**config.mk**
```make
export PLATFORM = sky130hd
export DESIGN_NAME = buck_fault_guard
export DESIGN_NICKNAME = d
export VERILOG_FILES = /design/src/rtl/fault_guard_pkg.sv /design/src/rtl/fault_guard_run.sv /design/src/rtl/fault_guard_dp.sv /design/src/rtl/fault_guard_ctrl.sv /design/src/rtl/buck_fault_guard.sv
export SDC_FILE = /design/constraint.sdc
export NUM_CORES = 1
export LEC_CHECK = 0
export BUFFER_PORTS_ARGS = -buffer_cell sky130_fd_sc_hd__buf_2
export CAP_MARGIN = 10
export CORE_UTILIZATION = 48
export CTS_CLUSTER_DIAMETER = 40
export CTS_CLUSTER_SIZE = 20
export DETAILED_ROUTE_END_ITERATION = 8
export PLACE_DENSITY = 0.77
export SLEW_MARGIN = 20
export SYNTH_ARGS = -nofsm -noshare
export SYNTH_HDL_FRONTEND = slang
export SYNTH_HIERARCHICAL = 1
export SYNTH_SLANG_ARGS = --single-unit
```
**constraint.sdc**
```tcl
create_clock -name clk -period 2 [get_ports clk]
set_clock_uncertainty 0.1 [all_clocks]
set_input_delay 0.1 -clock clk [delete_from_list [all_inputs] [get_ports clk]]
set_output_delay 0.1 -clock clk [all_outputs]
set_load 0.1 [all_outputs]
```
**src/rtl/fault_guard_pkg.sv**
```systemverilog
package fault_guard_pkg;

  typedef enum logic [1:0] {
    OC_IDLE  = 2'd0,
    OC_SKIP  = 2'd1,
    OC_WATCH = 2'd2
  } ocState_e;

  // Strobes from the control FSM into the counting datapath
  typedef struct packed {
    logic ocLoad;
    logic ocStep;
    logic clrAll;
  } dpCtrl_t;

  // Flags returned by the datapath
  typedef struct packed {
    logic ocSkipLast;
    logic ocWatchLast;
    logic ovTrip;
    logic uvTrip;
    logic shortTrip;
  } dpFlags_t;

endpackage

```
**src/rtl/fault_guard_run.sv**
```systemverilog
// Persistence counter: trip when 'hold' is seen on LIMIT consecutive
// advancing samples. Saturates so a later gate can still act.
module fault_guard_run #(
  parameter int LIMIT = 16
) (
  input  logic clk,
  input  logic rstN,
  input  logic clr,
  input  logic adv,
  input  logic hold,
  output logic trip
);
  localparam int CW = (LIMIT > 2) ? $clog2(LIMIT) : 1;
  localparam logic [CW-1:0] TOP = CW'(LIMIT - 1);

  logic [CW-1:0] runCnt;

  always_ff @(posedge clk or negedge rstN) begin
    if (!rstN) begin
      runCnt <= '0;
    end else if (clr) begin
      runCnt <= '0;
    end else if (adv) begin
      if (!hold)              runCnt <= '0;
      else if (runCnt != TOP) runCnt <= runCnt + 1'b1;
    end
  end

  assign trip = !clr && adv && hold && (runCnt == TOP);
endmodule

```
**src/rtl/fault_guard_dp.sv**
```systemverilog
module fault_guard_dp
  import fault_guard_pkg::*;
#(
  parameter int OC_SKIP    = 8,
  parameter int OC_WATCH   = 8,
  parameter int OV_CYCLES  = 16,
  parameter int UV_CLKS    = 200,
  parameter int SHORT_CLKS = 1400
) (
  input  logic     clk,
  input  logic     rstN,
  input  dpCtrl_t  ctl,
  input  logic     cycStrobe,
  input  logic     fbOver,
  input  logic     fbUnder,
  input  logic     outAbove1V,
  input  logic     fbBelow100m,
  input  logic     ssDone,
  output dpFlags_t flags
);
  localparam int OC_LAST = OC_SKIP + OC_WATCH;
  localparam int OCW     = $clog2(OC_LAST + 1);

  logic [OCW-1:0] ocCyc;
  logic ovTrip, uvTrip, shortTrip;

  always_ff @(posedge clk or negedge rstN) begin
    if (!rstN)             ocCyc <= '0;
    else if (ctl.clrAll)   ocCyc <= '0;
    else if (ctl.ocLoad)   ocCyc <= '0;
    else if (ctl.ocStep)   ocCyc <= ocCyc + 1'b1;
  end

  fault_guard_run #(.LIMIT(OV_CYCLES)) ovRun_i (
    .clk(clk), .rstN(rstN), .clr(ctl.clrAll),
    .adv(cycStrobe), .hold(fbOver), .trip(ovTrip));

  fault_guard_run #(.LIMIT(UV_CLKS)) uvRun_i (
    .clk(clk), .rstN(rstN), .clr(ctl.clrAll),
    .adv(1'b1), .hold(fbUnder), .trip(uvTrip));

  fault_guard_run #(.LIMIT(SHORT_CLKS)) shortRun_i (
    .clk(clk), .rstN(rstN), .clr(ctl.clrAll),
    .adv(1'b1), .hold(outAbove1V && fbBelow100m && !ssDone), .trip(shortTrip));

  always_comb begin
    flags.ocSkipLast  = (ocCyc == OCW'(OC_SKIP));
    flags.ocWatchLast = (ocCyc == OCW'(OC_LAST));
    flags.ovTrip      = ovTrip;
    flags.uvTrip      = uvTrip;
    flags.shortTrip   = shortTrip;
  end
endmodule

```
**src/rtl/fault_guard_ctrl.sv**
```systemverilog
module fault_guard_ctrl
  import fault_guard_pkg::*;
(
  input  logic     clk,
  input  logic     rstN,
  input  logic     enable,
  input  logic     cycStrobe,
  input  logic     curLimDet,
  input  logic     ssDone,
  input  logic     hsSampleStb,
  input  logic     swAboveHalf,
  input  logic     outBelowHalf,
  input  logic     outAbove0p8,
  input  dpFlags_t flags,
  output dpCtrl_t  ctl,
  output logic     faultQ,
  output logic     hsInhibit,
  output logic     lsDischarge
);
  ocState_e ocState, ocNext;
  logic winHit, setAny, faultNext, lsNext, inhNext;

  always_comb begin
    ocNext     = ocState;
    ctl        = '0;
    ctl.clrAll = !enable;
    winHit     = 1'b0;
    case (ocState)
      OC_IDLE: begin
        if (cycStrobe && curLimDet) begin
          ocNext     = OC_SKIP;
          ctl.ocLoad = 1'b1;
        end
      end
      OC_SKIP: begin
        if (cycStrobe) begin
          ctl.ocStep = 1'b1;
          if (flags.ocSkipLast) ocNext = OC_WATCH;
        end
      end
      OC_WATCH: begin
        if (cycStrobe && flags.ocWatchLast) begin
          if (curLimDet) begin
            ocNext     = OC_SKIP;
            ctl.ocLoad = 1'b1;
          end else begin
            ocNext = OC_IDLE;
          end
        end else begin
          ctl.ocStep = cycStrobe;
          winHit     = curLimDet;
        end
      end
      default: ocNext = OC_IDLE;
    endcase
    if (!enable) ocNext = OC_IDLE;

    setAny = (hsSampleStb && swAboveHalf) || flags.ovTrip || flags.shortTrip ||
             (ssDone && (flags.uvTrip || winHit));
    faultNext = enable && (faultQ || setAny);

    if (!faultNext)       lsNext = 1'b0;
    else if (!faultQ)     lsNext = 1'b1;
    else if (lsDischarge) lsNext = !outBelowHalf;
    else                  lsNext = outAbove0p8;

    inhNext = faultNext || (ocNext == OC_SKIP);
  end

  always_ff @(posedge clk or negedge rstN) begin
    if (!rstN) begin
      ocState     <= OC_IDLE;
      faultQ      <= 1'b0;
      lsDischarge <= 1'b0;
      hsInhibit   <= 1'b0;
    end else begin
      ocState     <= ocNext;
      faultQ      <= faultNext;
      lsDischarge <= lsNext;
      hsInhibit   <= inhNext;
    end
  end
endmodule

```
**src/rtl/buck_fault_guard.sv**
```systemverilog
module buck_fault_guard
  import fault_guard_pkg::*;
#(
  parameter int OC_SKIP_CYCLES  = 8,
  parameter int OC_WATCH_CYCLES = 8,
  parameter int OV_CYCLES       = 16,
  parameter int UV_CLKS         = 200,
  parameter int SHORT_CLKS      = 1400
) (
  input  logic clk,
  input  logic rstN,
  input  logic enable,
  input  logic cycStrobe,
  input  logic curLimDet,
  input  logic fbUnder,
  input  logic fbOver,
  input  logic hsSampleStb,
  input  logic swAboveHalf,
  input  logic outAbove1V,
  input  logic outBelowHalf,
  input  logic outAbove0p8,
  input  logic fbBelow100m,
  input  logic ssDone,
  output logic hsInhibit,
  output logic faultLatched,
  output logic dischargeEn,
  output logic lsDischarge
);
  dpCtrl_t  ctl;
  dpFlags_t flags;
  logic     faultQ;

  fault_guard_ctrl ctrl_i (
    .clk(clk), .rstN(rstN), .enable(enable), .cycStrobe(cycStrobe),
    .curLimDet(curLimDet), .ssDone(ssDone), .hsSampleStb(hsSampleStb),
    .swAboveHalf(swAboveHalf), .outBelowHalf(outBelowHalf),
    .outAbove0p8(outAbove0p8), .flags(flags), .ctl(ctl), .faultQ(faultQ),
    .hsInhibit(hsInhibit), .lsDischarge(lsDischarge));

  fault_guard_dp #(
    .OC_SKIP(OC_SKIP_CYCLES), .OC_WATCH(OC_WATCH_CYCLES),
    .OV_CYCLES(OV_CYCLES), .UV_CLKS(UV_CLKS), .SHORT_CLKS(SHORT_CLKS)
  ) dp_i (
    .clk(clk), .rstN(rstN), .ctl(ctl), .cycStrobe(cycStrobe),
    .fbOver(fbOver), .fbUnder(fbUnder), .outAbove1V(outAbove1V),
    .fbBelow100m(fbBelow100m), .ssDone(ssDone), .flags(flags));

  assign faultLatched = faultQ;
  assign dischargeEn  = faultQ || !enable;
endmodule

```
## Word-level counts from Yosys, hierarchy flattened

Index checks and enable logic that the tools add are counted.

- $add $sub $neg: 4
- Eq/ne operators: 16
- Mux-type cells: 32
- Reduce and logical (&&, ||, !) cells: 26

Operators by type and width:

| operator | count |
|---|---|
| $mux W11 | 3 |
| $mux W8 | 3 |
| $mux W4 | 4 |
| $mux W5 | 3 |
| $logic_and A1 B1 Y1 | 14 |
| $add A11 B1 Y11 const B | 1 |
| $eq A11 B11 Y1 const B | 1 |
| $mux W1 | 11 |
| $ne A11 B11 Y1 const B | 1 |
| $mux W2 | 5 |
| $ne A3 B2 Y1 const B | 3 |
| $add A8 B1 Y8 const B | 1 |
| $eq A8 B8 Y1 const B | 1 |
| $ne A8 B8 Y1 const B | 1 |
| $logic_or A1 B1 Y1 | 7 |
| $pmux W2 S3 | 1 |
| $add A5 B1 Y5 const B | 1 |
| $eq A5 B4 Y1 const B | 1 |
| $eq A5 B5 Y1 const B | 1 |
| $add A4 B1 Y4 const B | 1 |
| $eq A2 B1 Y1 const B | 2 |
| $eq A4 B4 Y1 const B | 1 |
| $ne A4 B4 Y1 const B | 1 |
| $pmux W1 S2 | 2 |
| 6 further kinds | 8 |

- Flip-flop bits (word level): 33
- Input port bits: 14
- Output and inout bits: 4
- Logic and storage cells: 86

## Logic depth before layout (Yosys ltp)

- Word-level depth: 10
- Gate-level depth with buffers: 9
- Depth with buffers taken out: 8

## Hierarchy

Netlist, hierarchy kept.

By module, submodules not included:

| module | times used | cells each | area each (µm²) | seq. area each (µm²) |
|---|---|---|---|---|
| fault_guard_run at dp_i.shortRun_i | 1 | 75 | 695.7 | 275.3 |
| fault_guard_run at dp_i.uvRun_i | 1 | 51 | 473.0 | 200.2 |
| fault_guard_ctrl | 1 | 38 | 354.1 | 125.1 |
| fault_guard_dp | 1 | 34 | 334.1 | 125.1 |
| fault_guard_run at dp_i.ovRun_i | 1 | 27 | 245.2 | 100.1 |
| buck_fault_guard | 1 | 1 | 6.3 | 0.0 |

## Least setup slack after synthesis

Ideal clock, no wire load.

- Kind: register -> register
- Start: register dp_i.ocCyc[0]
- End: register dp_i.ocCyc[3]
- Library setup time: 128 ps
- Arrival: 1831 ps
- Data required time: 1772 ps
- Setup slack: -58 ps
- Stages on the path, launching flop included: 10
- Path buffers: 1
- Clock period less this slack: 2058 ps
- Cell sequence: dfrtp_1 -> inv_1 -> ha_1 -> nor4bb_1 -> inv_1 -> a21oi_1 -> nor2_1 -> buf_4 -> nand4_1 -> mux2_1

RTL lines:

| what | line | RTL |
|---|---|---|
| from (decl) | fault_guard_dp.sv:24 | `logic [OCW-1:0] ocCyc;` |
| from (signal assigned) | fault_guard_dp.sv:31 | `else if (ctl.ocStep) ocCyc <= ocCyc + 1'b1;` |

==> impl_summary.log <==
INFO  metric synth_edf_count = 0
INFO  metric clock_tree.htree_level_count = 2
INFO  metric drtPass1Iterations = 4
INFO  metric synth.top_cells.by_area = dfrtp_1 39%, ha_1 6.5%, a21oi_1 4.3%
INFO  metric use_met2 = 41.9%
INFO  metric clockBufferDepth = 2
INFO  metric clock_latency_on_the_worst_skew_pair = 0.29 ns
INFO  metric postLayoutSetupSlackWorst = 0.0488 ns
INFO  metric floorplan.die.width = 68.3 um
INFO  metric worst_pin_slew = 0.778 ns
INFO  metric final.min_clock_period = 1.95 ns
INFO  metric drive_gt1_share = 24.7%
INFO  metric synth.yosys.warnings = 6
INFO  metric number_of_clock_buffers_inserted_by_tritoncts = 5
INFO  metric synth_simple_gate_area_share = 25.9%
INFO  metric fmaxAchievable = 512 MHz
INFO  metric worstReg2RegEnd = ctrl_i/hsInhibit
INFO  metric via_per_inst = 5.96
INFO  metric io_buffers = 17
INFO  metric timing.critical_path.to_type = register
INFO  metric drt-initial-drc-count = 112
INFO  metric grt_first_pass_wirelength = 8160 um
INFO  metric synthCells = 226
INFO  metric yosysMostFrequentCell = dfrtp_1
INFO  metric io_pins = 18
INFO  metric period_share = 97.6%
INFO  metric hold_path.startpoint = fbOver
INFO  metric finalNetCount = 295
INFO  metric global_route.usage.met3 = 4.83%
INFO  metric ys_top_cells_by_count = 33 x dfrtp_1, 19 x nand2_1, 18 x a21oi_1
INFO  metric ffs_latches_synth = 33
INFO  metric num_rows = 23
INFO  metric final_antenna_net_count = 0
INFO  metric clock-root-buffer = clkbuf_8
INFO  metric drc = 0
INFO  metric num_antenna_cells = 0
INFO  metric finalHoldViolCount = 0
INFO  metric r2r_slack = 0.05 ns
INFO  metric maximum_number_of_pins_on_one_net_before_global_route_repair = 34
INFO  metric synthDominantAreaCellType = dfrtp_1
INFO  metric timing.critical_path.arrival = 2.01 ns
INFO  metric timing.max_cap.violations = 0
INFO  metric yosys.area_share.adder = 6.53%
INFO  metric startpoint_type_of_the_worst_setup_path = register
INFO  metric wl_per_cell = 16.2 um
INFO  metric grtUsageMet1 = 28.1%
INFO  metric reg2regPathDepth = 7
INFO  metric grt_most_used_layer = met2
INFO  metric fraction_of_the_yosys_area_taken_by_sequential_cells = 39.2%
INFO  metric numPlacedInstances = 307
INFO  metric grt_pass1_vias = 1771
INFO  metric start_util = 51.2%
INFO  metric post_synth_xor_area_fraction = 0.415%
INFO  metric postSynth.topFlopCell = dfrtp_1
INFO  metric grt-ovfl-total = 0
INFO  metric worstSetupPathType = register to register
INFO  metric final_cells = 321
INFO  metric hold-path-endpoint = dp_i/ovRun_i/runCnt[3]
INFO  metric die_height = 68.3 um
INFO  metric cellLeakagePower = 1.09 nW
INFO  metric numClockSinks = 33
INFO  metric detail_route.wirelength = 5220 um
INFO  metric design.die.area = 0.00466 mm2
INFO  metric min_delay_path_depth = 3
INFO  metric max-slew-margin-rel = 48.1%
INFO  metric holdCritPathClass = input port to register
INFO  metric peakVddDrop = 0.420 mV
INFO  metric core_region_area = 0.00412 mm2
INFO  metric synth_top_family_by_area = simple AND/OR/NAND/NOR gates
INFO  metric syn_area = 0.00211 mm2
INFO  metric status = complete, no violations
INFO  metric post_synth_num_cell_types = 54
INFO  metric timing.rr.start = dp_i/ocCyc[1]
INFO  metric syn_to_final_growth = 24.3%
INFO  metric worst_ep_required_time = 2.06 ns
INFO  metric combined_global_route_utilization_of_all_metal_layers = 24.3%
INFO  metric cts_tree = built
INFO  metric slew_violations = 0
INFO  metric async_set_or_reset_flop_fraction_in_the_synthesized_netlist = 100%
INFO  metric post_synthesis_compound_gate_area_fraction = 21.2%
INFO  metric postSynthAreaPerCell = 9.33 um2
INFO  metric layout.core_utilization = 63.7%
INFO  metric clk_pin_slew = 0.07 ns
INFO  metric timing.critical_path.fanout_max = 3
INFO  metric grt_antenna_before_repair = 0
INFO  metric setup_viol = 0
INFO  metric post-place-ws = -0.0603 ns
INFO  metric hpwl_after_detailed_placement = 3310 um
INFO  metric synth_largest_type_area_fraction = 39.2%
INFO  metric globalplace.congestion = 0.845
INFO  metric dr_total_vias = 1914
INFO  metric muxShareOfSynthArea = 2.02%
INFO  metric cellPowerDensity = 597 mW/mm2
## cell usage in the layout, fill, tap and decap left out, drive strengths merged, types with 6 or more instances in the layout
cell	instances
nand3	9
a21oi	19
or3	7
nand2	19
nor2	8
nand2b	8
ha	11
clkbuf	7
o31ai	6
conb	8
inv	13
dfrtp	33
or4	6
o21ai	9
buf	33
## critical path, cell delays in order (launching register included)
cell      delay [ns]
dfrtp_1         0.39
inv_1           0.06
ha_2            0.18
nor4bb_4        0.27
nand2_1         0.09
a31o_1          0.28
a221oi_4        0.33
o32ai_2         0.12
## logic make-up after synthesis
logic type	count (synthesis)
buffers and inverters	20
adders and majority gates	11
AOI/OAI and AO/OA	64
other	1
xor gates and xnor gates	1
and+or+nand+nor	92
muxes	4
DFF	33
## registers in the layout, indices dropped and copies added, names as in the netlist
signal	flops
ctrl_i/faultQ	1
dp_i/shortRun_i/runCnt	11
dp_i/ovRun_i/runCnt	4
dp_i/uvRun_i/runCnt	8
dp_i/ocCyc	5
ctrl_i/hsInhibit	1
ctrl_i/lsDischarge	1
ctrl_i/ocState	2
## worst max-delay path by stage
stage	start	endpoint	slack [ns]	cells past startpoint
2_1_floorplan	dp_i/ocCyc[0]	dp_i/ocCyc[3]	0.004	9
3_3_place_gp	dp_i/ocCyc[0]	dp_i/ocCyc[3]	0.06	8
3_5_place_dp	dp_i/ocCyc[1]	dp_i/ocCyc[4]	-0.06	8
4_1_cts	dp_i/ocCyc[0]	dp_i/ocCyc[4]	0.008	8
5_1_grt	dp_i/ocCyc[1]	ctrl_i/hsInhibit	-0.05	7
6_report	dp_i/ocCyc[1]	ctrl_i/hsInhibit	0.05	7
## power breakdown
part	switching [mW]	internal, mW	total [mW]
clock	0.260	0.406	0.666
combinational	0.145	0.0663	0.211
sequential	0.00960	0.677	0.687
## through the flow
step | instance area (um2) | hold slack (ns) | TNS (ns) | total power [mW]
detailed placement | 2360 | 0.114 | -0.105 | 0.884
global placement | 2360 | 0.106 | 0 | 0.881
floorplan | 2150 | -0.296 | 0 | 0.819
global route | 2620 | 0.0597 | -0.0716 | 1.61
CTS | 2530 | 0.0174 | 0 | 1.55
finish | 2620 | 0.0435 | 0 | 1.56
## area by class of cell
class	count	area, um2
clock buffers	7	86.3
clock inverters	1	30.0
fillers	328	1490
inverters	13	48.8
multi-input cells	180	1320
flip-flops and latches	33	826
well taps	50	62.6
repair buffers	37	245
## repair_timing
item | CTS | global route
endpoints found under the hold margin | 34 | 0
setup endpoints to repair | 4 | 9
pin swaps | 0 | 9
buffers inserted | 0 | 2
gates resized for setup | 3 | 15
gates cloned | 0 | 0
hold buffers | 4 | 0
## per-layer routing
layer | up-vias | share of wire [%]
li1 | 928 | -
met3 | 11 | 2.5
met5 | - | 0
met4 | 0 | 1.8
met1 | 938 | 43
met2 | 37 | 53
Power figures use the tool's default switching activity.
